===== src/rtl/lazy_fpu_trap.sv =====
module lazy_fpu_trap #(
  parameter int ADDR_W = 32,
  parameter int PL_W   = 2,
  parameter int CW_W   = 32
) (
  input  logic              clk,
  input  logic              rst_n,
  input  logic              task_switch_i,
  input  logic              clr_flag_i,
  input  logic [PL_W-1:0]   cpl_i,
  input  logic              fp_valid_i,
  input  logic [ADDR_W-1:0] fp_addr_i,
  output logic              issue_o,
  output logic              fault_o,
  output logic [7:0]        fault_vec_o,
  output logic [ADDR_W-1:0] fault_addr_o,
  output logic              prot_fault_o,
  output logic [CW_W-1:0]   ctl_word_o
);
  localparam int         FLAG_POS = 3;
  localparam logic [7:0] TRAP_VEC = 8'd7;

  logic ts_q;
  logic priv_clr;

  assign priv_clr     = clr_flag_i && (cpl_i == '0);
  assign prot_fault_o = clr_flag_i && (cpl_i != '0);

  always_ff @(posedge clk) begin
    if (!rst_n)             ts_q <= 1'b0;
    else if (task_switch_i) ts_q <= 1'b1;
    else if (priv_clr)      ts_q <= 1'b0;
  end

  assign issue_o      = fp_valid_i && !ts_q;
  assign fault_o      = fp_valid_i && ts_q;
  assign fault_vec_o  = fault_o ? TRAP_VEC : 8'd0;
  assign fault_addr_o = fault_o ? fp_addr_i : '0;

  always_comb begin
    ctl_word_o           = '0;
    ctl_word_o[FLAG_POS] = ts_q;
  end
endmodule



===== config.mk =====
export PLATFORM = sky130hd
export DESIGN_NAME = lazy_fpu_trap
export DESIGN_NICKNAME = d
export VERILOG_FILES = /design/src/rtl/lazy_fpu_trap.sv
export SDC_FILE = /design/constraint.sdc
export NUM_CORES = 1
export LEC_CHECK = 0
export CAP_MARGIN = 40
export CORE_MARGIN = 4
export CORE_UTILIZATION = 20
export DETAILED_ROUTE_END_ITERATION = 6
export PLACE_DENSITY = 0.78
export SYNTH_ARGS = -nofsm -noshare
export SYNTH_HDL_FRONTEND = slang
export SYNTH_SLANG_ARGS = --single-unit

===== constraint.sdc =====
create_clock -name clk -period 1.05 [get_ports clk]
set_input_delay 0.1575 -clock clk [delete_from_list [all_inputs] [get_ports clk]]
set_output_delay 0.1575 -clock clk [all_outputs]
set_load 0.01 [all_outputs]

==> impl_metrics.yaml <==
run_status:
  run_status: "finished, violations left"
  violations: "negative setup slack"
layout:
  antenna_cells: 0
  biggestRegsByFlops: "ts_q x1"
  syn2layout_area_growth_pct: 124
  drive_gt1_frac: 0.440
  instances_no_fill: 190
  largest_reg_flops: 1
  top_register: "ts_q"
  final_common_cell: "conb_1"
  fin_nets: 200
  final_cell_mix: "conb_1 (36), buf_6 (26), clkdlybuf4s50_1 (20), and3_4 (15), dlymetal6s2s_1 (14)"
power:
  vdd_ir_drop_max_mv: 0.283
  power_switching_uw: 203
  switching_share: 0.393
  p_seq_frac: 0.089
  p_int_uw: 313
  combPwrFrac: 0.911
  p_leak_nw: 0.852
  powerDensity_mw_per_mm2: 371
  p_clk_frac: 0
sta:
  slew_violations: 0
  min_period_ns: 1.06
  hold_violations: 0
  setup_ws_ns: -0.00727
  fmax_mhz: 946
  fin_setup_tns_ns: -0.00727
  finalSetupViolCount: 1
  clock-skew-final_ns: 0
  rsz0062_at_grt: "yes"
  fin_crit_sh: 1.01
worst_hold_path:
  hold-path-cell-count: 3
  hold_class: "in -> reg"
critical_path:
  critPathCaptureType: "output port"
  worst_path_max_delay_cell: "clkdlybuf4s50_1"
  crit_buf_inv: 2
  r2r_cells: 4
  critPathKind: "in -> out"
  critPathTopFamily: "buffers and inverters"
  critPathMaxStageDelay_ns: 0.46
  crit_required_ns: 0.89
  cp.depth: 3
  crit_arrival_ns: 0.90
  path_cells: "clkdlybuf4s50_1, and3_2, buf_6"
  critPathLaunchType: "input pin"
  worstPathMaxFanout: 1
clock_network:
  cts_hold_buf: 0
  clk_pin_slew_ns: 0
  clk-insertion-delay-late_ns: 0
placement:
  portBuffers: 77
  gp_congestion: 0.614
  dp_cells: 187
  place_ws_ns: -0.674
  dp_hpwl_um: 1780
die:
  core_mm2: 0.00285
  ioPinCount: 114
  start_util: 0.218
  die_area_mm2: 0.00407
  die_y_um: 63.8
  rows: 19
  die_x_um: 63.8
route:
  wl_per_cell_um: 12.0
  first_iter_violations: 34
  finalWirelength_um: 2280
  post-route-drc-count: 0
  drtAntennaViolNets: 0
  via_count: 759
  firstDrtPassIters: 4
  vias_per_cell: 3.99
grt:
  grt_use_total: 0.0931
  antenna_found_initial: 0
  grt_pass1_wl_um: 3180
  first_global_vias: 613
  grt_start_max_net_pins: 18
  grt_overflow_total: 0
synth:
  synth_cell_type_count: 13
  avgSynthCellArea_um2: 7.23
  synth_top_area_frac: 0.483
  synth_seq_area_share: 0.0322
  ys_seq_elements: 1
  synth_area_um2: 622
  synth_area_leader_cell: "buf_4"
  ys_top_cells_by_area: "buf_4 (48%), and3_2 (28%), and3_1 (9.1%), dfxtp_1 (3.2%), buf_2 (2.4%)"
  synthCells: 86
  synth_warnings: 0
job:
  drv_cap: 0
## metal layers
layer  GRT usage  share of wire
met1       0.109           0.36
met2       0.185           0.51
met3      0.0158           0.12
met4           0              0
met5           0              0
## repair_timing
| item | in CTS | in global routing |
|---|---|---|
| setup buffers | 1 | 0 |
| resized for setup | 168 | 44 |
| endpoints found under the setup margin | 40 | 33 |
| gates cloned | 2 | 0 |
| pin swaps | 1 | 7 |
## synth_stat cells, drive strengths merged
cell    instances
o21ai           1
o21a            1
nor2            1
clkbuf          3
and2            1
dfxtp           1
buf            43
nor4b           1
and3           32
conb            1
and2b           1
## layout make-up
type	count	area (um^2)
multi-input combinational	74	469
fill	292	1460
tap	31	38.8
sequential	1	21.3
timing repair buffer	84	863
## power groups by stage
stage / logic (mW) / registers (mW) / clock network, mW
after CTS: 0.439 / 0.0462 / 0
after detailed placement: 0.446 / 0.0430 / 0
after global placement: 0.444 / 0.0430 / 0
after global routing: 0.507 / 0.0464 / 0
after floorplan: 0.277 / 0.0453 / 0
final: 0.470 / 0.0458 / 0
## worst min-delay path, cell delays in order
cell and delay (ns):
dlymetal6s2s_1 0.10, nor4b_2 0.19, nor2_1 0.07
## per-stage QoR
| step | util | hold WS (ns) | total power, mW | area, um^2 |
|---|---|---|---|---|
| 5_1_grt | 0.488 | 0.605 | 0.553 | 1390 |
| 3_5_place_dp | 0.448 | 0.709 | 0.489 | 1280 |
| 2_1_floorplan | - | 0.293 | 0.322 | 756 |
| 3_3_place_gp | 0.448 | 0.705 | 0.487 | 1280 |
| 6_report | 0.488 | 0.561 | 0.516 | 1390 |
| 4_1_cts | 0.431 | 0.570 | 0.485 | 1230 |
## worst paths after layout
kind,start,endpoint,slack (ns)
hold / removal,clr_flag_i,ts_q,0.56
hold reg to reg,ts_q,ts_q,0.80
setup / recovery,fp_addr_i[5],fault_addr_o[5],-0.007
setup reg to reg,ts_q,ts_q,0.13
## kinds of logic (layout without fill, tap and decap cells)
logic type,Yosys count,after routing,share of synthesized area
flops,1,1,0.0322
buf+inv,46,84,0.531
compound gates,2,2,0.0201
other cells,1,36,0.00603
simple gates,36,36,0.410
Power figures use the tool's default switching activity.
